--- src/rtl/ddr3i_pkg.sv ---
package ddr3i_pkg;

  typedef enum logic [2:0] {
    ST_CKE  = 3'd0,
    ST_WAIT = 3'd1,
    ST_CMD  = 3'd2,
    ST_DONE = 3'd3
  } seq_state_e;

  typedef enum logic [1:0] {
    CMD_NOP  = 2'd0,
    CMD_MRS  = 2'd1,
    CMD_ZQCL = 2'd2
  } cmd_kind_e;

  localparam int unsigned N_MRS = 4;

  // {cs_n, ras_n, cas_n, we_n}
  function automatic logic [3:0] cmd_pins(cmd_kind_e k);
    case (k)
      CMD_MRS:  cmd_pins = 4'b0000;
      CMD_ZQCL: cmd_pins = 4'b0110;
      default:  cmd_pins = 4'b0111;
    endcase
  endfunction

endpackage

--- src/rtl/ddr3i_rst_sync.sv ---
module ddr3i_rst_sync (
  input  logic clk,
  input  logic rst_n,
  output logic rst_sync_n
);
  logic [1:0] sync_q;

  always_ff @(posedge clk or negedge rst_n) begin
    if (!rst_n) sync_q <= 2'b00;
    else        sync_q <= {sync_q[0], 1'b1};
  end

  assign rst_sync_n = sync_q[1];
endmodule

--- src/rtl/ddr3i_wait_ctr.sv ---
module ddr3i_wait_ctr #(
  parameter int unsigned CNT_W = 10
) (
  input  logic             clk,
  input  logic             rst_n,
  input  logic             load,
  input  logic [CNT_W-1:0] load_val,
  input  logic             dec,
  output logic             zero
);
  logic [CNT_W-1:0] cnt_q, cnt_d;
  logic             cnt_en;

  assign zero = (cnt_q == '0);

  always_comb begin
    cnt_en = load | (dec & ~zero);
    cnt_d  = load ? load_val : (cnt_q - 1'b1);
  end

  always_ff @(posedge clk or negedge rst_n) begin
    if (!rst_n)      cnt_q <= '0;
    else if (cnt_en) cnt_q <= cnt_d;
  end
endmodule

--- src/rtl/ddr3i_step_fsm.sv ---
module ddr3i_step_fsm
  import ddr3i_pkg::*;
#(
  parameter int unsigned T_XPR    = 60,
  parameter int unsigned T_MRD    = 4,
  parameter int unsigned T_MOD    = 12,
  parameter int unsigned T_ZQINIT = 512,
  parameter int unsigned CNT_W    = 10
) (
  input  logic             clk,
  input  logic             rst_n,
  input  logic             cnt_zero,
  output logic             cnt_load,
  output logic [CNT_W-1:0] cnt_load_val,
  output logic             cnt_dec,
  output cmd_kind_e        cmd_kind,
  output logic [1:0]       mr_idx,
  output logic             cke_set,
  output logic             seq_done
);
  localparam int unsigned STEP_W = $clog2(N_MRS + 2);
  localparam logic [STEP_W-1:0] STEP_LAST_MRS = STEP_W'(N_MRS - 1);
  localparam logic [STEP_W-1:0] STEP_ZQ       = STEP_W'(N_MRS);
  // A wait of W cycles between two issue cycles loads W-2:
  // one cycle is the issue cycle itself, one is the cycle the counter reads zero.
  localparam logic [CNT_W-1:0] LD_XPR    = CNT_W'(T_XPR - 2);
  localparam logic [CNT_W-1:0] LD_MRD    = CNT_W'(T_MRD - 2);
  localparam logic [CNT_W-1:0] LD_MOD    = CNT_W'(T_MOD - 2);
  localparam logic [CNT_W-1:0] LD_ZQINIT = CNT_W'(T_ZQINIT - 2);

  seq_state_e        state_q, state_d;
  logic [STEP_W-1:0] step_q, step_d;
  logic              step_en;

  always_comb begin
    state_d      = state_q;
    step_d       = step_q + 1'b1;
    step_en      = 1'b0;
    cnt_load     = 1'b0;
    cnt_load_val = LD_XPR;
    cmd_kind     = CMD_NOP;
    cke_set      = 1'b0;
    seq_done     = 1'b0;
    case (state_q)
      ST_CKE: begin
        cke_set  = 1'b1;
        cnt_load = 1'b1;
        state_d  = ST_WAIT;
      end
      ST_WAIT: begin
        if (cnt_zero) state_d = (step_q > STEP_ZQ) ? ST_DONE : ST_CMD;
      end
      ST_CMD: begin
        cnt_load = 1'b1;
        step_en  = 1'b1;
        state_d  = ST_WAIT;
        if (step_q == STEP_ZQ) begin
          cmd_kind     = CMD_ZQCL;
          cnt_load_val = LD_ZQINIT;
        end else begin
          cmd_kind     = CMD_MRS;
          cnt_load_val = (step_q == STEP_LAST_MRS) ? LD_MOD : LD_MRD;
        end
      end
      default: begin
        seq_done = 1'b1;
      end
    endcase
  end

  assign cnt_dec = (state_q == ST_WAIT);
  assign mr_idx  = step_q[1:0];

  always_ff @(posedge clk or negedge rst_n) begin
    if (!rst_n) state_q <= ST_CKE;
    else        state_q <= state_d;
  end

  always_ff @(posedge clk or negedge rst_n) begin
    if (!rst_n)       step_q <= '0;
    else if (step_en) step_q <= step_d;
  end
endmodule

--- src/rtl/ddr3i_cmd_drv.sv ---
module ddr3i_cmd_drv
  import ddr3i_pkg::*;
#(
  parameter int unsigned ADDR_W = 14,
  parameter logic [13:0] MR0_VAL = 14'h1D70,
  parameter logic [13:0] MR1_VAL = 14'h0044,
  parameter logic [13:0] MR2_VAL = 14'h0008,
  parameter logic [13:0] MR3_VAL = 14'h0002
) (
  input  logic              clk,
  input  logic              rst_n,
  input  cmd_kind_e         cmd_kind,
  input  logic [1:0]        mr_idx,
  input  logic              cke_set,
  input  logic              seq_done,
  output logic              ddr_cke,
  output logic              ddr_cs_n,
  output logic              ddr_ras_n,
  output logic              ddr_cas_n,
  output logic              ddr_we_n,
  output logic [2:0]        ddr_ba,
  output logic [ADDR_W-1:0] ddr_addr,
  output logic              init_done
);
  localparam logic [ADDR_W-1:0] ZQ_ADDR = ADDR_W'(1) << 10;

  logic [3:0]        pins_d, pins_q;
  logic [2:0]        ba_d, ba_q;
  logic [ADDR_W-1:0] addr_d, addr_q;
  logic              cke_q, done_q;
  logic              pins_en;
  logic [1:0]        mr_sel;
  logic [13:0]       mr_val;

  // Issue order of the mode registers: 2, 3, 1, 0
  always_comb begin
    case (mr_idx)
      2'd0:    mr_sel = 2'd2;
      2'd1:    mr_sel = 2'd3;
      2'd2:    mr_sel = 2'd1;
      default: mr_sel = 2'd0;
    endcase
    case (mr_sel)
      2'd0:    mr_val = MR0_VAL;
      2'd1:    mr_val = MR1_VAL;
      2'd2:    mr_val = MR2_VAL;
      default: mr_val = MR3_VAL;
    endcase
  end

  always_comb begin
    pins_en = 1'b1;
    pins_d  = cmd_pins(cmd_kind);
    ba_d    = '0;
    addr_d  = '0;
    if (cmd_kind == CMD_MRS) begin
      ba_d   = {1'b0, mr_sel};
      addr_d = ADDR_W'(mr_val);
    end else if (cmd_kind == CMD_ZQCL) begin
      addr_d = ZQ_ADDR;
    end
  end

  always_ff @(posedge clk or negedge rst_n) begin
    if (!rst_n) begin
      pins_q <= 4'b0111;
      ba_q   <= '0;
      addr_q <= '0;
    end else if (pins_en) begin
      pins_q <= pins_d;
      ba_q   <= ba_d;
      addr_q <= addr_d;
    end
  end

  always_ff @(posedge clk or negedge rst_n) begin
    if (!rst_n)       cke_q <= 1'b0;
    else if (cke_set) cke_q <= 1'b1;
  end

  always_ff @(posedge clk or negedge rst_n) begin
    if (!rst_n)        done_q <= 1'b0;
    else if (seq_done) done_q <= 1'b1;
  end

  assign {ddr_cs_n, ddr_ras_n, ddr_cas_n, ddr_we_n} = pins_q;
  assign ddr_ba    = ba_q;
  assign ddr_addr  = addr_q;
  assign ddr_cke   = cke_q;
  assign init_done = done_q;
endmodule

--- src/rtl/ddr3_init_seq.sv ---
module ddr3_init_seq
  import ddr3i_pkg::*;
#(
  parameter int unsigned ADDR_W   = 14,
  parameter int unsigned T_XPR    = 60,
  parameter int unsigned T_MRD    = 4,
  parameter int unsigned T_MOD    = 12,
  parameter int unsigned T_ZQINIT = 512,
  parameter logic [13:0] MR0_VAL  = 14'h1D70,
  parameter logic [13:0] MR1_VAL  = 14'h0044,
  parameter logic [13:0] MR2_VAL  = 14'h0008,
  parameter logic [13:0] MR3_VAL  = 14'h0002
) (
  input  logic              clk,
  input  logic              rst_n,
  output logic              ddr_cke,
  output logic              ddr_cs_n,
  output logic              ddr_ras_n,
  output logic              ddr_cas_n,
  output logic              ddr_we_n,
  output logic [2:0]        ddr_ba,
  output logic [ADDR_W-1:0] ddr_addr,
  output logic              init_done
);
  localparam int unsigned MAX_A = (T_XPR > T_MOD) ? T_XPR : T_MOD;
  localparam int unsigned MAX_B = (T_ZQINIT > T_MRD) ? T_ZQINIT : T_MRD;
  localparam int unsigned MAX_W = (MAX_A > MAX_B) ? MAX_A : MAX_B;
  localparam int unsigned CNT_W = $clog2(MAX_W + 1);

  logic             rst_sync_n;
  logic             cnt_load, cnt_dec, cnt_zero;
  logic [CNT_W-1:0] cnt_load_val;
  cmd_kind_e        cmd_kind;
  logic [1:0]       mr_idx;
  logic             cke_set, seq_done;

  ddr3i_rst_sync u_rst (
    .clk        (clk),
    .rst_n      (rst_n),
    .rst_sync_n (rst_sync_n)
  );

  ddr3i_wait_ctr #(.CNT_W(CNT_W)) u_ctr (
    .clk      (clk),
    .rst_n    (rst_sync_n),
    .load     (cnt_load),
    .load_val (cnt_load_val),
    .dec      (cnt_dec),
    .zero     (cnt_zero)
  );

  ddr3i_step_fsm #(
    .T_XPR(T_XPR), .T_MRD(T_MRD), .T_MOD(T_MOD), .T_ZQINIT(T_ZQINIT), .CNT_W(CNT_W)
  ) u_fsm (
    .clk          (clk),
    .rst_n        (rst_sync_n),
    .cnt_zero     (cnt_zero),
    .cnt_load     (cnt_load),
    .cnt_load_val (cnt_load_val),
    .cnt_dec      (cnt_dec),
    .cmd_kind     (cmd_kind),
    .mr_idx       (mr_idx),
    .cke_set      (cke_set),
    .seq_done     (seq_done)
  );

  ddr3i_cmd_drv #(
    .ADDR_W(ADDR_W), .MR0_VAL(MR0_VAL), .MR1_VAL(MR1_VAL),
    .MR2_VAL(MR2_VAL), .MR3_VAL(MR3_VAL)
  ) u_drv (
    .clk       (clk),
    .rst_n     (rst_sync_n),
    .cmd_kind  (cmd_kind),
    .mr_idx    (mr_idx),
    .cke_set   (cke_set),
    .seq_done  (seq_done),
    .ddr_cke   (ddr_cke),
    .ddr_cs_n  (ddr_cs_n),
    .ddr_ras_n (ddr_ras_n),
    .ddr_cas_n (ddr_cas_n),
    .ddr_we_n  (ddr_we_n),
    .ddr_ba    (ddr_ba),
    .ddr_addr  (ddr_addr),
    .init_done (init_done)
  );
endmodule

--- config.mk ---
export PLATFORM = sky130hd
export DESIGN_NAME = ddr3_init_seq
export DESIGN_NICKNAME = d
export VERILOG_FILES = /design/src/rtl/ddr3i_pkg.sv /design/src/rtl/ddr3i_rst_sync.sv /design/src/rtl/ddr3i_wait_ctr.sv /design/src/rtl/ddr3i_step_fsm.sv /design/src/rtl/ddr3i_cmd_drv.sv /design/src/rtl/ddr3_init_seq.sv
export SDC_FILE = /design/constraint.sdc
export NUM_CORES = 1
export LEC_CHECK = 0
export CAP_MARGIN = 10
export CORE_ASPECT_RATIO = 1.1
export CORE_UTILIZATION = 55
export CTS_CLUSTER_DIAMETER = 80
export CTS_CLUSTER_SIZE = 12
export DETAILED_ROUTE_END_ITERATION = 12
export DONT_BUFFER_PORTS = 1
export HOLD_SLACK_MARGIN = 0.03
export PLACE_DENSITY = 0.75
export SLEW_MARGIN = 20
export SYNTH_ARGS = -nofsm -noshare
export SYNTH_HDL_FRONTEND = slang
export SYNTH_HIERARCHICAL = 1
export SYNTH_SLANG_ARGS = --single-unit
export TNS_END_PERCENT = 50
--- constraint.sdc ---
create_clock -name clk -period 1.8 [get_ports clk]
set_clock_uncertainty 0.15 [all_clocks]
set_input_delay 0.09 -clock clk [delete_from_list [all_inputs] [get_ports clk]]
set_output_delay 0.09 -clock clk [all_outputs]
set_load 0.03 [all_outputs]
==> impl_summary.txt <==
----------------------------------------------------
[Outcome]
  Outcome ... finished, violations left
  Failing checks ... negative setup slack

[Worst setup path]
  Crit start category ... flop
  Reg2Reg Depth ... 6
  Buffer and inverter count on the worst path ... 1
  Crit-path leading delay family ... simple AND/OR/NAND/NOR gates
  WP depth ... 6
  Top fanout value on the critical path ... 3
  Type of the worst setup path ... flop to flop
  Endpoint class of the critical path ... flop
  Slowest library cell on the worst path ... or4b_4
  Worst Path Required ... 1860 ps
  Sequence of cells on the critical path ... inv_2 > ha_4 > or4b_4 > o31ai_4 > xnor2_1 > mux2_4
  Highest cell delay on the worst timing path ... 480 ps
  Data arrival at the endpoint of the critical path ... 2060 ps

[Die]
  Die Span X ... 54.8 microns
  Placeable core area ... 2830 sq um
  Effective utilization at floorplan ... 0.596
  Site row count ... 20
  Die area ... 3290 sq um
  Height of the die ... 60.1 microns
  Top-level I/O count ... 25

[Routing]
  First-pass iteration count of the detailed router ... 4
  Drt initial violations ... 13
  Final wirelength ... 2.85 mm
  Remaining routing DRC violations ... 0
  Count of vias placed by the detailed router ... 1098
  Per-cell via count in the routed design ... 5.13
  Routed WL per cell ... 13.3 microns
  Residual antenna-violating net count after detailed routing ... 0

[Pwr]
  Worst VDD drop ... 0.585 mV
  PD cells ... 903 nW/um^2
  Static Leak ... 0.880 nW
  Power, Total ... 0.00174 W

[Synthesis]
  Fraction of registers with async set or reset after synthesis ... 1.00
  Count of synthesis-stage warnings from yosys ... 6
  Fraction of the yosys area taken by sequential cells ... 0.432
  Primary FF master, synth ... dfrtp_1
  Number of enable-type register cells in the synthesized netlist ... 0
  Cell variety after synth ... 40
  Average cell area after synthesis ... 10.3 sq um
  Netlist Area Pre-Place ... 1690 sq um
  Synthesized flop and latch total ... 29
  Post-synthesis cell count ... 164

[CTS]
  Number of buffers created by CTS ... 5
  Clock network latency to the later pin of the worst-skew pair ... 320 ps
  Master cell of the clock root buffer ... clkbuf_4
  CTS tree ... done
  Number of levels the H-tree was split into ... 2
  Clock sink count ... 29
  Number of buffers on the longest clock path ... 2
  Clock transition at path regs ... 90 ps

[Flow run]
  Reported max-cap violation count ... 0

[Worst hold path]
  Worst Hold Class ... flop to async pin

[Global route]
  First-pass GRT wire length ... 4.66 mm
  Global Route Usage Sum ... 0.211
  Number of antenna violations at the first check in global routing ... 0
  Largest net degree at the start of global routing ... 20
  Overflow after GRT ... 0
  Via count of the first global-routing pass ... 1066

[Timing]
  Total negative setup slack ... -1310 ps
  Pins over their slew limit ... 0
  Fin crit share ... 1.11
  FMAX ... 502 MHz
  Post-route setup slack ... -193 ps
  Number of hold-slack violations in the final timing report ... 0
  Final count of negative-setup-slack endpoints ... 9
  RSZ-0062 raised after global routing ... yes
  Min cycle time layout ... 1990 ps

[Finish]
  Count of nets after finishing ... 195
  Fraction of layout instances using a drive strength above 1 ... 0.376
  Post-route insts no fill ... 214
  Area growth from synthesis to final layout ... 14.0%
  N_diodes ... 0
  Final core utilization ... 0.680

[Place]
  GP Congestion ... 0.853
  Placed cell count ... 203
  Worst slack, placed ... -188 ps
  Count of port buffers added during placement ... 0
  Detailed Place HPWL ... 2.17 mm

----------------------------------------------------
cells by family (layout without fill, tap and decap cells):
| logic type | Yosys count | count (layout) | share of synthesized area |
|---|---|---|---|
| other | 4 | 10 | 0.00890 |
| AOI/OAI and AO/OA | 20 | 20 | 0.0853 |
| and+or+nand+nor | 55 | 55 | 0.200 |
| adders and majority gates | 13 | 13 | 0.0964 |
| xor gates and xnor gates | 4 | 4 | 0.0208 |
| DFF | 29 | 29 | 0.432 |
| muxes | 4 | 4 | 0.0326 |
| buffers and inverters | 35 | 46 | 0.125 |
cell usage after synthesis (all sizes together) (3+ instances only):
master   n  area [sq um]
o31ai    3          36.3
or4      4          36.3
buf     21           158
dfrtp   27           676
conb     4          15.0
o21ai    5          25.0
and2     7          51.3
mux2     3          45.0
nor2    11          41.3
xnor2    3          26.3
inv     13          48.8
nand3    4          20.0
ha      13           163
nand2b   3          26.3
nand2   11          41.3
or2      3          18.8
a21oi    4          20.0
worst paths after layout:
kind                                       startpoint                          end  slack (ps)
min in group clk            u_rst/sync_q[0]$_DFF_PN0_    u_rst/sync_q[1]$_DFF_PN0_         210
min reg2reg                 u_rst/sync_q[1]$_DFF_PN0_  u_drv/init_done$_DFFE_PN0P_          30
min                         u_rst/sync_q[1]$_DFF_PN0_  u_drv/init_done$_DFFE_PN0P_          30
max in group asynchronous   u_rst/sync_q[1]$_DFF_PN0_    u_drv/pins_q[1]$_DFF_PN1_         920
max reg2reg                u_ctr/cnt_q[0]$_DFFE_PN0P_   u_ctr/cnt_q[0]$_DFFE_PN0P_        -190
max                        u_ctr/cnt_q[0]$_DFFE_PN0P_   u_ctr/cnt_q[0]$_DFFE_PN0P_        -190
per-stage QoR:
stage          hold WS (ps)  area, sq um
6_report               31.6         1920
4_1_cts                44.0         1860
5_1_grt                63.1         1920
2_1_floorplan          -356         1720
3_5_place_dp           -356         1770
3_3_place_gp           -356         1770
metal layers:
layer  vias to the layer above  track usage  share of wire
met4                         0       0.0989          0.019
met1                       531        0.250           0.44
met3                         6       0.0712          0.024
met5                         -            0              0
met2                         9        0.336           0.51
li1                        552            -              -
registers in the layout, indices dropped and copies added, names as in the netlist:
register and flops:
u_rst/sync_q 2, u_fsm/step_q 3, u_ctr/cnt_q 10, u_drv/ddr_cke 1, u_drv/init_done 1, u_drv/ddr_addr 6, u_drv/pins_q 2, u_drv/ddr_ba 2
u_fsm/state_q 2
power by group:
| group | switching, W | internal (W) |
|---|---|---|
| clock | 0.000214 | 0.000192 |
| combinational | 0.000230 | 0.000283 |
| sequential | 0.0000790 | 0.000739 |
| total | 0.000522 | 0.00121 |
worst register-to-register path: stages (launching register included):
cell	delay [ps]
dfrtp_1	400
inv_2	80
ha_4	120
or4b_4	480
o31ai_4	280
xnor2_1	110
mux2_4	260
final cells by class:
type                    count  area (sq um)
fillers                   212           905
multi-input cells         106           837
flip-flops and latches     29           728
repair buffers             25           209
clock buffers               8          58.8
inverters                  13          48.8
well taps                  33          41.3
cells in the final DEF, fill, tap and decap left out, drive strengths merged, types with 2 or more instances in the layout:
cell         Yosys  routed
xnor2            3       3
and2b            2       2
o21ai            5       5
ha              13      13
buf             21      23
nand2           11      11
nor4             2       2
dfrtp           27      27
clkbuf           1       8
a31oi            2       2
o311ai           2       2
nor3             2       2
nor3b            2       2
a21oi            4       4
or2              3       3
nand3            4       4
inv             13      13
nor2            11      11
or4              4       4
dlygate4sd3      0       2
dfstp            2       2
and2             7       7
mux2             3       3
conb             4      10
nand2b           3       3
o31ai            3       3
timing repair:
action,4_1_cts,5_1_grt
endpoints found under the hold margin,2,0
setup buffers,0,1
gates resized for setup,4,14
hold buffers,2,0
endpoints found under the setup margin,10,13
pin swaps,1,4
Note: power is estimated with default switching activity, not from simulation.
